`src/rtl/uc_pkg.sv`:
```
package uc_pkg;

    typedef enum logic {
        DIR_UP   = 1'b0,
        DIR_DOWN = 1'b1
    } dir_e;

    typedef enum logic [1:0] {
        OP_HOLD  = 2'd0,
        OP_RESET = 2'd1,
        OP_LOAD  = 2'd2,
        OP_STEP  = 2'd3
    } op_e;

endpackage

```
`src/rtl/uc_ctrl.sv`:
```
module uc_ctrl
    import uc_pkg::*;
(
    input  logic clk_en,
    input  logic rst,
    input  logic load,
    input  logic cnt_en,
    output op_e  op
);

    always_comb begin
        if (!clk_en)     op = OP_HOLD;
        else if (rst)    op = OP_RESET;
        else if (load)   op = OP_LOAD;
        else if (cnt_en) op = OP_STEP;
        else             op = OP_HOLD;
    end

endmodule

```
`src/rtl/uc_next.sv`:
```
module uc_next
    import uc_pkg::*;
#(
    parameter int   WIDTH   = 4,
    parameter int   RST_VAL = 0,
    parameter dir_e DIR     = DIR_UP
) (
    input  op_e              op,
    input  logic [WIDTH-1:0] cur,
    input  logic [WIDTH-1:0] load_val,
    output logic [WIDTH-1:0] nxt,
    output logic             at_end
);

    localparam logic [WIDTH-1:0] RST_W  = WIDTH'(RST_VAL);
    localparam logic [WIDTH-1:0] ONE_W  = WIDTH'(1);
    localparam logic [WIDTH-1:0] END_W  = (DIR == DIR_UP) ? {WIDTH{1'b1}} : '0;

    logic [WIDTH-1:0] stepped;

    generate
        if (DIR == DIR_UP) begin : g_up
            assign stepped = cur + ONE_W;
        end else begin : g_down
            assign stepped = cur - ONE_W;
        end
    endgenerate

    assign at_end = (cur == END_W);

    always_comb begin
        unique case (op)
            OP_RESET: nxt = RST_W;
            OP_LOAD:  nxt = load_val;
            OP_STEP:  nxt = stepped;
            OP_HOLD:  nxt = cur;
            default:  nxt = cur;
        endcase
    end

endmodule

```
`src/rtl/uc_ahead.sv`:
```
module uc_ahead
    import uc_pkg::*;
#(
    parameter int   WIDTH = 4,
    parameter int   AHEAD = 0,
    parameter dir_e DIR   = DIR_UP
) (
    input  logic [WIDTH-1:0] cur,
    output logic [WIDTH-1:0] ahead
);

    localparam logic [WIDTH-1:0] OFS_W = WIDTH'(AHEAD);

    generate
        if (DIR == DIR_UP) begin : g_up
            assign ahead = cur + OFS_W;
        end else begin : g_down
            assign ahead = cur - OFS_W;
        end
    endgenerate

endmodule

```
`src/rtl/updown_counter_la.sv`:
```
module updown_counter_la
    import uc_pkg::*;
#(
    parameter int   WIDTH    = 4,
    parameter int   INIT_VAL = 0,
    parameter int   RST_VAL  = 0,
    parameter dir_e DIR      = DIR_UP,
    parameter int   AHEAD    = 0
) (
    input  logic             clk,
    input  logic             rst,
    input  logic             clk_en,
    input  logic             cnt_en,
    input  logic             load,
    input  logic [WIDTH-1:0] load_val,
    output logic [WIDTH-1:0] count,
    output logic [WIDTH-1:0] ahead,
    output logic             wrap
);

    localparam logic [WIDTH-1:0] INIT_W = WIDTH'(INIT_VAL);
    localparam logic [WIDTH-1:0] RST_W  = WIDTH'(RST_VAL);
    localparam logic [WIDTH-1:0] ONE_W  = WIDTH'(1);
    localparam logic [WIDTH-1:0] OFS_W  = WIDTH'(AHEAD);
    localparam logic [WIDTH-1:0] WRAPPED_W = (DIR == DIR_UP) ? '0 : {WIDTH{1'b1}};

    op_e              op;
    logic [WIDTH-1:0] cnt_q = INIT_W;
    logic [WIDTH-1:0] cnt_d;
    logic             at_end;

    uc_ctrl u_ctrl (
        .clk_en (clk_en),
        .rst    (rst),
        .load   (load),
        .cnt_en (cnt_en),
        .op     (op)
    );

    uc_next #(
        .WIDTH   (WIDTH),
        .RST_VAL (RST_VAL),
        .DIR     (DIR)
    ) u_next (
        .op       (op),
        .cur      (cnt_q),
        .load_val (load_val),
        .nxt      (cnt_d),
        .at_end   (at_end)
    );

    uc_ahead #(
        .WIDTH (WIDTH),
        .AHEAD (AHEAD),
        .DIR   (DIR)
    ) u_ahead (
        .cur   (cnt_q),
        .ahead (ahead)
    );

    // State register; the output is taken from it directly
    always_ff @(posedge clk) begin
        cnt_q <= cnt_d;
    end

    assign count = cnt_q;
    assign wrap  = (op == OP_STEP) && at_end;

    // disabled clock freezes the count
    a_r3_hold_when_disabled: assert property (@(posedge clk)
        !clk_en |=> $stable(count));

    // enabled reset loads the reset value on the next edge
    a_r2_reset_value: assert property (@(posedge clk)
        (clk_en && rst) |=> (count == RST_W));

    // load outranks counting
    a_r4_load_value: assert property (@(posedge clk) disable iff (rst)
        (clk_en && load) |=> (count == $past(load_val)));

    // idle enabled edge keeps the count
    a_r6_idle_hold: assert property (@(posedge clk) disable iff (rst)
        (clk_en && !load && !cnt_en) |=> $stable(count));

    // a raised wrap flag is followed by the opposite end value
    a_r8_wrap_end: assert property (@(posedge clk) disable iff (rst)
        wrap |=> (count == WRAPPED_W));

    generate
        if (DIR == DIR_UP) begin : g_chk_up
            // step up by one
            a_r5_step_up: assert property (@(posedge clk) disable iff (rst)
                (clk_en && !load && cnt_en) |=> (count == $past(count) + ONE_W));
            // lookahead follows the step
            a_r7_ahead_up: assert property (@(posedge clk) disable iff (rst)
                (clk_en && !load && cnt_en) |=> (ahead == $past(ahead) + ONE_W));
            a_r7_ahead_ofs_up: assert property (@(posedge clk)
                (ahead - count) == OFS_W);
        end else begin : g_chk_down
            // step down by one
            a_r5_step_down: assert property (@(posedge clk) disable iff (rst)
                (clk_en && !load && cnt_en) |=> (count == $past(count) - ONE_W));
            // lookahead follows the step
            a_r7_ahead_down: assert property (@(posedge clk) disable iff (rst)
                (clk_en && !load && cnt_en) |=> (ahead == $past(ahead) - ONE_W));
            a_r7_ahead_ofs_down: assert property (@(posedge clk)
                (count - ahead) == OFS_W);
        end
    endgenerate

endmodule

```
`config.mk`:
```
export PLATFORM = sky130hd
export DESIGN_NAME = updown_counter_la
export DESIGN_NICKNAME = d
export VERILOG_FILES = /design/src/rtl/uc_pkg.sv /design/src/rtl/uc_ctrl.sv /design/src/rtl/uc_next.sv /design/src/rtl/uc_ahead.sv /design/src/rtl/updown_counter_la.sv
export SDC_FILE = /design/constraint.sdc
export NUM_CORES = 1
export LEC_CHECK = 0
export ABC_CLOCK_PERIOD_IN_PS = 2200
export BUFFER_PORTS_ARGS = -buffer_cell sky130_fd_sc_hd__buf_2
export CORE_AREA = 10 10 47 49
export CTS_BUF_LIST = sky130_fd_sc_hd__clkbuf_4 sky130_fd_sc_hd__clkbuf_8 sky130_fd_sc_hd__clkbuf_16
export DETAILED_ROUTE_END_ITERATION = 16
export DIE_AREA = 0 0 57 59
export GPL_ROUTABILITY_DRIVEN = 0
export PLACE_DENSITY = 0.49
export REMOVE_ABC_BUFFERS = 1
export SYNTH_ARGS = -nofsm -noshare
export SYNTH_HDL_FRONTEND = slang
export SYNTH_SLANG_ARGS = --single-unit
```
`constraint.sdc`:
```
create_clock -name clk -period 2.2 [get_ports clk]
set_input_delay 0.66 -clock clk [delete_from_list [all_inputs] [get_ports clk]]
set_output_delay 0.66 -clock clk [all_outputs]
set_load 0.01 [all_outputs]
```
==> results of run 1 <==
-- report_power, final --
| group | switching, mW | internal (mW) | total, mW |
|---|---|---|---|
| Sequential | 0.00486 | 0.0898 | 0.0947 |
| Clock | 0.0316 | 0.0611 | 0.0927 |
| Combinational | 0.0213 | 0.0195 | 0.0408 |
-- cell usage after synthesis, types with 2 or more instances --
cell type / instances
nand2_1: 3
nand3_1: 2
buf_4: 4
nor2_1: 2
a21oi_1: 2
edfxtp_1: 4
nand3b_1: 2
-- path summary, 6_finish.rpt --
path / start / end / slack (ns) / cells past startpoint
worst max register to register: count[0] / count[2] / 0.97 / 4
worst max-delay path: load / wrap / 0.16 / 4
worst min register to register: count[3] / count[3] / 0.67 / 2
worst min-delay path: count[3] / count[3] / 0.67 / 2
-- through the flow --
stage               std cells  util, %  hold WS [ns]  setup slack (ns)
finish                     61     28.3         0.670             0.156
global route               61     28.3         0.731             0.115
CTS                        61     28.3         0.683             0.146
detailed placement         58     26.7         0.673             0.159
global placement           58     26.7         0.654             0.168
floorplan                  24        -         0.750             0.374
-- layout make-up --
type / instances / area, sq um / area share (%)
Clock buffer: 3 / 22.5 / 5.68
Multi-Input combinational cell: 20 / 141 / 35.6
Sequential cell: 4 / 120 / 30.3
Tap cell: 16 / 20.0 / 5.05
Timing Repair Buffer: 18 / 92.6 / 23.3
-- routing by layer --
layer / vias up / global-route usage (%) / part of all wire, %
li1: 139 / - / -
met1: 115 / 6.10 / 50
met2: 18 / 5.58 / 34
met3: 4 / 5.15 / 14
met4: 0 / 3.02 / 1.7
met5: - / 0 / 0
-- worst reg2reg max path, delay by kind of cell (launching register included) --
family,cells,cell delay (ns)
flip-flops,1,0.44
AND/OR/NAND/NOR,1,0.08
AO/OA/AOI/OAI,1,0.06
XOR/XNOR,1,0.14
adder cells (fa/ha/maj),1,0.25
-- layout by cell type, fill, tap and decap left out --
cell and count:
a22oi_1 1, o211ai_2 1, nand2_1 3, ha_1 1
edfxtp_1 4, clkbuf_4 3, and4bb_1 1, nand3b_1 2
nand3_1 2, buf_4 1, nand2b_1 1, or3b_1 1
a21oi_1 2, and4_1 1, o31a_2 1, buf_2 17
nor2_1 2, xor2_1 1
-- kinds of logic (layout without fill, tap and decap cells) --
group,after synthesis,in the layout
buffers and inverters,5,21
adder cells (fa/ha/maj),1,1
AO/OA/AOI/OAI,5,5
flip-flops,4,4
XOR/XNOR,1,1
AND/OR/NAND/NOR,13,13
==> impl_metrics.yaml, run 1 <==
outcome:
  status: "completed"
final_layout:
  design_area_sq_um: 397
  fillers: 166
  drive_gt1_share_pct: 51.1
  fin_nets: 57
  largest_register_ffs: 4
  diodes: 0
  area_growth_pct: 31.0
power:
  peakVddDrop_v: 0.000203
  cellPowerDensity_nw_per_um2: 575
  power_uw: 228
  leakage_nw: 0.187
cts:
  postCtsHoldBufs: 0
  post_cts_buffers: 0
  numCtsBuffers: 3
  cts_root_buffer: "clkbuf_4"
  htreeDepth: 1
  clkTransAtPathRegs_ns: 0.04
  clock_path_buffers: 2
  cts.sinks: 4
  clkLatencyLatePin_ns: 0.24
  tritoncts: "built"
  cts_resized: 0
floorplan:
  num_rows: 14
  core_sq_um: 1400
  dieArea_sq_um: 3360
  fp.dieH_microns: 59
  start_util_pct: 21.6
  fp.dieW_microns: 57
  io_pins: 18
drt:
  dr.pass1.iters: 2
  detailroute.via_count: 276
  wire_per_inst_microns: 13.3
  via_per_inst: 4.52
  drt_wl_total_microns: 814
  remaining_drc_errors: 0
  antenna_left: 0
  drtIter0Drc: 2
yosys:
  seq_area_frac_synth_pct: 39.7
  synth_compound_area_share_pct: 13.2
  synth_area_leaders: "edfxtp_1 (40%), buf_4 (9.9%), nand3b_1 (5.0%)"
  synth_mux_area_share_pct: 0
  syn-cell-area_sq_um: 303
  synthAdderAreaFrac_pct: 4.13
  synth_top_area_cell: "edfxtp_1"
  synthArstFlopShare_pct: 0
  synth_top_family_by_area: "simple AND/OR/NAND/NOR gates"
  synth_edf_count: 4
  synthCells: 29
  syn-mean-instance-area_sq_um: 10.4
  yosys.area_share.simple_pct: 26.4
  synth_ff_type: "edfxtp_1"
  ys_warn_count: 0
  synth_xor_area_share_pct: 2.89
  ys_seq_elements: 4
  synth_cell_types: 17
  yosys.area.top_type_share_pct: 39.7
critical_path:
  crit_buf_inv: 2
  crit_arrival_ns: 1.38
  critPathTopFamily: "simple AND/OR/NAND/NOR gates"
  cp-start-kind: "primary input"
  worst_path_max_delay_cell: "and4bb_1"
  critPathRequiredTime_ns: 1.54
  cp_cell_sequence: "buf_2 -> and4bb_1 -> and4_1 -> buf_2"
  cp_common_cell: "buf_2"
  endpoint_kind: "primary output"
  cp_max_fo: 3
  cpPeakStageDelay_ns: 0.29
  worst-setup-path-type: "primary input to primary output"
grt:
  antenna_found_initial: 0
  grt_usage_pct: 5.20
  grt_max_degree: 9
  overflow: 0
  grt_pass1_wl_microns: 1280
  grt_pass1_vias: 294
timing:
  tns_ns: 0
  period_share_pct: 92.9
  skew_ns: 0.00670
  rsz0062_at_grt: "no"
  min_period_ns: 2.04
  finalSetupViolCount: 0
  tightest_slew_ns: 0.202
  finalHoldViolations: 0
  slew_violations: 0
  fmax_ghz: 0.489
  relSlewSlack_pct: 86.5
placed_design:
  placed_cell_area_sq_um: 374
  port_buffers: 17
  hpwl_microns: 681
flow_run:
  max_cap_viol_count: 0
hold_path:
  min_path_type: "register to register"
(Power assumes the default switching activity.)
==> inputs of run 2 (changes only) <==
- PLACE_DENSITY: 0.49 -> 0.43
- TNS_END_PERCENT: unset -> 50
==> impl_metrics.yaml, run 2 (synthesis gave the netlist of run 1 again) <==
timing:
  rsz0062_at_grt: "no"
  period_share_pct: 92.3
  finalHoldViolations: 0
  min_period_ns: 2.03
  tns_ns: 0
  skew_ns: 0.00321
  fmax_ghz: 0.492
  finalHoldWorstSlack_ns: 0.652
  relSlewSlack_pct: 85.3
  slew_violations: 0
  tightest_slew_ns: 0.221
  finalSetupViolCount: 0
cts:
  cts.sinks: 4
  postCtsHoldBufs: 0
  tritoncts: "built"
  clkLatencyLatePin_ns: 0.24
  clkTransAtPathRegs_ns: 0.04
  htreeDepth: 1
  cts_resized: 0
  cts_root_buffer: "clkbuf_4"
  numCtsBuffers: 3
  post_cts_buffers: 0
  clock_path_buffers: 2
critical_path:
  endpoint_kind: "primary output"
  worst_path_max_delay_cell: "and4bb_1"
  cp_common_cell: "buf_2"
  worst-setup-path-type: "primary input to primary output"
  cp_cell_sequence: "buf_2 -> and4bb_1 -> and4_1 -> buf_2"
  cp-start-kind: "primary input"
  critPathRequiredTime_ns: 1.54
  cp_max_fo: 3
  cpPeakStageDelay_ns: 0.29
  crit_arrival_ns: 1.37
final_layout:
  diodes: 0
  fin_nets: 57
  fillers: 163
  mostFrequentLayoutCell: "buf_2"
  area_growth_pct: 31.0
  drive_gt1_share_pct: 51.1
  mostFrequentLayoutCells: "buf_2 (17), edfxtp_1 (4), nand2_1 (3), clkbuf_4 (3)"
  largest_register_ffs: 4
grt:
  overflow: 0
  antenna_found_initial: 0
  grt_pass1_vias: 306
  grt_max_degree: 9
  grt_usage_pct: 5.15
  grt_pass1_wl_microns: 1320
drt:
  wire_per_inst_microns: 13.0
  detailroute.via_count: 272
  remaining_drc_errors: 0
  drt_wl_total_microns: 795
  dr.pass1.iters: 3
  drtIter0Drc: 3
  via_per_inst: 4.46
  antenna_left: 0
floorplan:
  core_sq_um: 1400
  fp.dieW_microns: 57
  fp.dieH_microns: 59
  num_rows: 14
  start_util_pct: 21.6
  io_pins: 18
  dieArea_sq_um: 3360
power:
  leakage_nw: 0.187
  peakVddDrop_v: 0.000270
  cellPowerDensity_nw_per_um2: 575
placed_design:
  port_buffers: 17
outcome:
  status: "completed"
hold_path:
  min_path_type: "register to register"
flow_run:
  max_cap_viol_count: 0
## run 2: cell counts in the layout (fill, tap and decap cells not counted)
No cell type changed its count.
## run 2: layout make-up
| class | instances | area, sq um | area share [%] |
|---|---|---|---|
| flip-flops and latches | 4 | 120 | 30.3 |
| multi-input cells | 20 | 141 | 35.6 |
| repair buffers | 18 | 92.6 | 23.3 |
| clock buffers | 3 | 22.5 | 5.68 |
| well taps | 16 | 20.0 | 5.05 |
## run 2: critical path: cells and delay by family
kind                   cells  cell delay, ns
and+or+nand+nor            2            0.48
buffers and inverters      2            0.23
## run 2: layer usage
layer  wire, microns  vias to the layer above  GRT usage (%)
li1                -                      137              -
met1             327                      120           5.26
met2             343                       15           6.98
met3             123                        0           5.79
met4               0                        0           1.01
met5               0                        -              0
## run 2: power breakdown
group	switching [mW]	internal, mW
combinational	0.0213	0.0196
clock	0.0314	0.0611
sequential	0.00475	0.0898
total	0.0574	0.171
## run 2: final timing paths
check	from	endpoint	slack [ns]	cells past startpoint
setup / recovery	load	wrap	0.17	4
hold / removal	count[3]	count[3]	0.65	2
setup reg to reg	count[0]	count[2]	0.96	4
hold reg to reg	count[3]	count[3]	0.65	2
## run 2: through the flow
step                      power (mW)  area [sq um]  std cells  worst slack (ns)  util [%]
after floorplan                0.113           262         24             0.374         -
after global placement         0.138           374         58             0.175      26.7
after detailed placement       0.138           374         58             0.159      26.7
after CTS                      0.234           397         61             0.161      28.3
after global routing           0.248           397         61             0.133      28.3
final                          0.228           397         61             0.169      28.3
==> inputs of run 3 (changes only) <==
- CORE_AREA: 10 10 47 49 -> 2 2 39 41
- DIE_AREA: 0 0 57 59 -> 0 0 41 43
==> impl_metrics.yaml, run 3 (synthesis gave the netlist of run 1 again) <==
outcome:
  status: "completed"
hold_path:
  min_path_cells: 2
  min_path_type: "register to register"
  hold-path-endpoint: "count[3]"
  min_from: "count[3]"
critical_path:
  cp_cell_sequence: "buf_2 -> and4bb_1 -> and4_1 -> buf_2"
  cp_common_cell: "buf_2"
  critPathTopFamily: "simple AND/OR/NAND/NOR gates"
  worst_path_max_delay_cell: "and4bb_1"
  crit_arrival_ns: 1.37
  cp_max_fo: 3
  reg2reg_depth: 4
  critPathRequiredTime_ns: 1.54
  rrSetupSlack_ns: 0.97
  cp-start-kind: "primary input"
  worst-setup-path-type: "primary input to primary output"
  rr_endpoint: "count[2]"
  crit_buf_inv: 2
  cpPeakStageDelay_ns: 0.29
  r2r-start: "count[0]"
  endpoint_kind: "primary output"
timing:
  fmax_ghz: 0.494
  slew_violations: 0
  min_period_ns: 2.03
  tightest_slew_ns: 0.174
  rsz0062_at_grt: "no"
  tns_ns: 0
  finalHoldViolations: 0
  period_share_pct: 92.0
  relSlewSlack_pct: 88.4
  finalSetupViolCount: 0
  skew_ns: 0.0000753
floorplan:
  fp.dieH_microns: 43
  dieArea_sq_um: 1760
  io_pins: 18
  num_rows: 14
  fp.dieW_microns: 41
  core_sq_um: 1380
  start_util_pct: 21.9
drt:
  drt_wl_total_microns: 617
  wire_per_inst_microns: 10.1
  drtIter0Drc: 2
  via_per_inst: 4.52
  detailroute.via_count: 276
  dr.pass1.iters: 4
  remaining_drc_errors: 0
  antenna_left: 0
final_layout:
  fin_nets: 57
  drive_gt1_share_pct: 51.1
  design_area_sq_um: 397
  mostFrequentLayoutCell: "buf_2"
  area_growth_pct: 31.0
  mostFrequentLayoutCells: "buf_2 (17), edfxtp_1 (4), nand2_1 (3), clkbuf_4 (3)"
  largest_register_ffs: 4
  diodes: 0
placed_design:
  placed_cell_area_sq_um: 374
  port_buffers: 17
  hpwl_microns: 531
cts:
  cts_resized: 0
  clkLatencyLatePin_ns: 0.23
  clock_path_buffers: 2
  postCtsHoldBufs: 0
  numCtsBuffers: 3
  clkTransAtPathRegs_ns: 0.03
  htreeDepth: 1
  cts.sinks: 4
  tritoncts: "built"
  cts_root_buffer: "clkbuf_4"
  post_cts_buffers: 0
flow_run:
  max_cap_viol_count: 0
power:
  leakage_nw: 0.187
  peakVddDrop_v: 0.000234
  cellPowerDensity_nw_per_um2: 558
grt:
  globalRouteMet3Util_pct: 4.71
  use_met2_pct: 12.2
  grt_pass1_vias: 243
  antenna_found_initial: 0
  grt_max_degree: 9
  grt_pass1_wl_microns: 966
  busiest_layer: "met2"
  overflow: 0
  grt_use_met1_pct: 9.77
  grt_usage_pct: 8.47
## run 3: cell counts in the layout (fill, tap and decap cells not counted)
No cell type changed its count.
## run 3: stage by stage
step,total power [mW],util [%],worst slack [ns],hold slack [ns],cells
after floorplan,0.113,-,0.374,0.750,24
after global placement,0.137,27.0,0.168,0.668,58
after detailed placement,0.136,27.0,0.166,0.692,58
after CTS,0.228,28.7,0.167,0.703,61
after global routing,0.239,28.7,0.122,0.748,61
final,0.221,28.7,0.175,0.683,61
## run 3: worst max path at each step
stage | start | endpoint | slack, ns | depth (start not counted)
floorplan | load | wrap | 0.37 | 2
global placement | load | wrap | 0.17 | 4
detailed placement | load | wrap | 0.17 | 4
CTS | load | wrap | 0.17 | 4
global route | load | wrap | 0.12 | 4
finish | load | wrap | 0.17 | 4
## run 3: cell type report
type | instances | area (sq um)
Clock buffer | 3 | 22.5
Fill cell | 163 | 987
Multi-Input combinational cell | 20 | 141
Sequential cell | 4 | 120
Tap cell | 16 | 20.0
Timing Repair Buffer | 18 | 92.6
## run 3: layer usage
metal | wire [microns] | vias to the layer above
met5 | 0 | -
met4 | 0 | 0
met3 | 69 | 0
met2 | 296 | 15
met1 | 251 | 122
li1 | - | 139
## run 3: worst min-delay path: cells and delay by family, from the launching register on
family / cells / cell delay, ns
flops: 1 / 0.38
compound gates: 1 / 0.08
simple gates: 1 / 0.10
## run 3: where the power goes
part           leakage, nW  switching, mW  total [mW]  internal, mW
clock network       0.0138         0.0261      0.0868        0.0607
registers           0.0405        0.00469      0.0946        0.0899
logic                0.133         0.0202      0.0398        0.0196
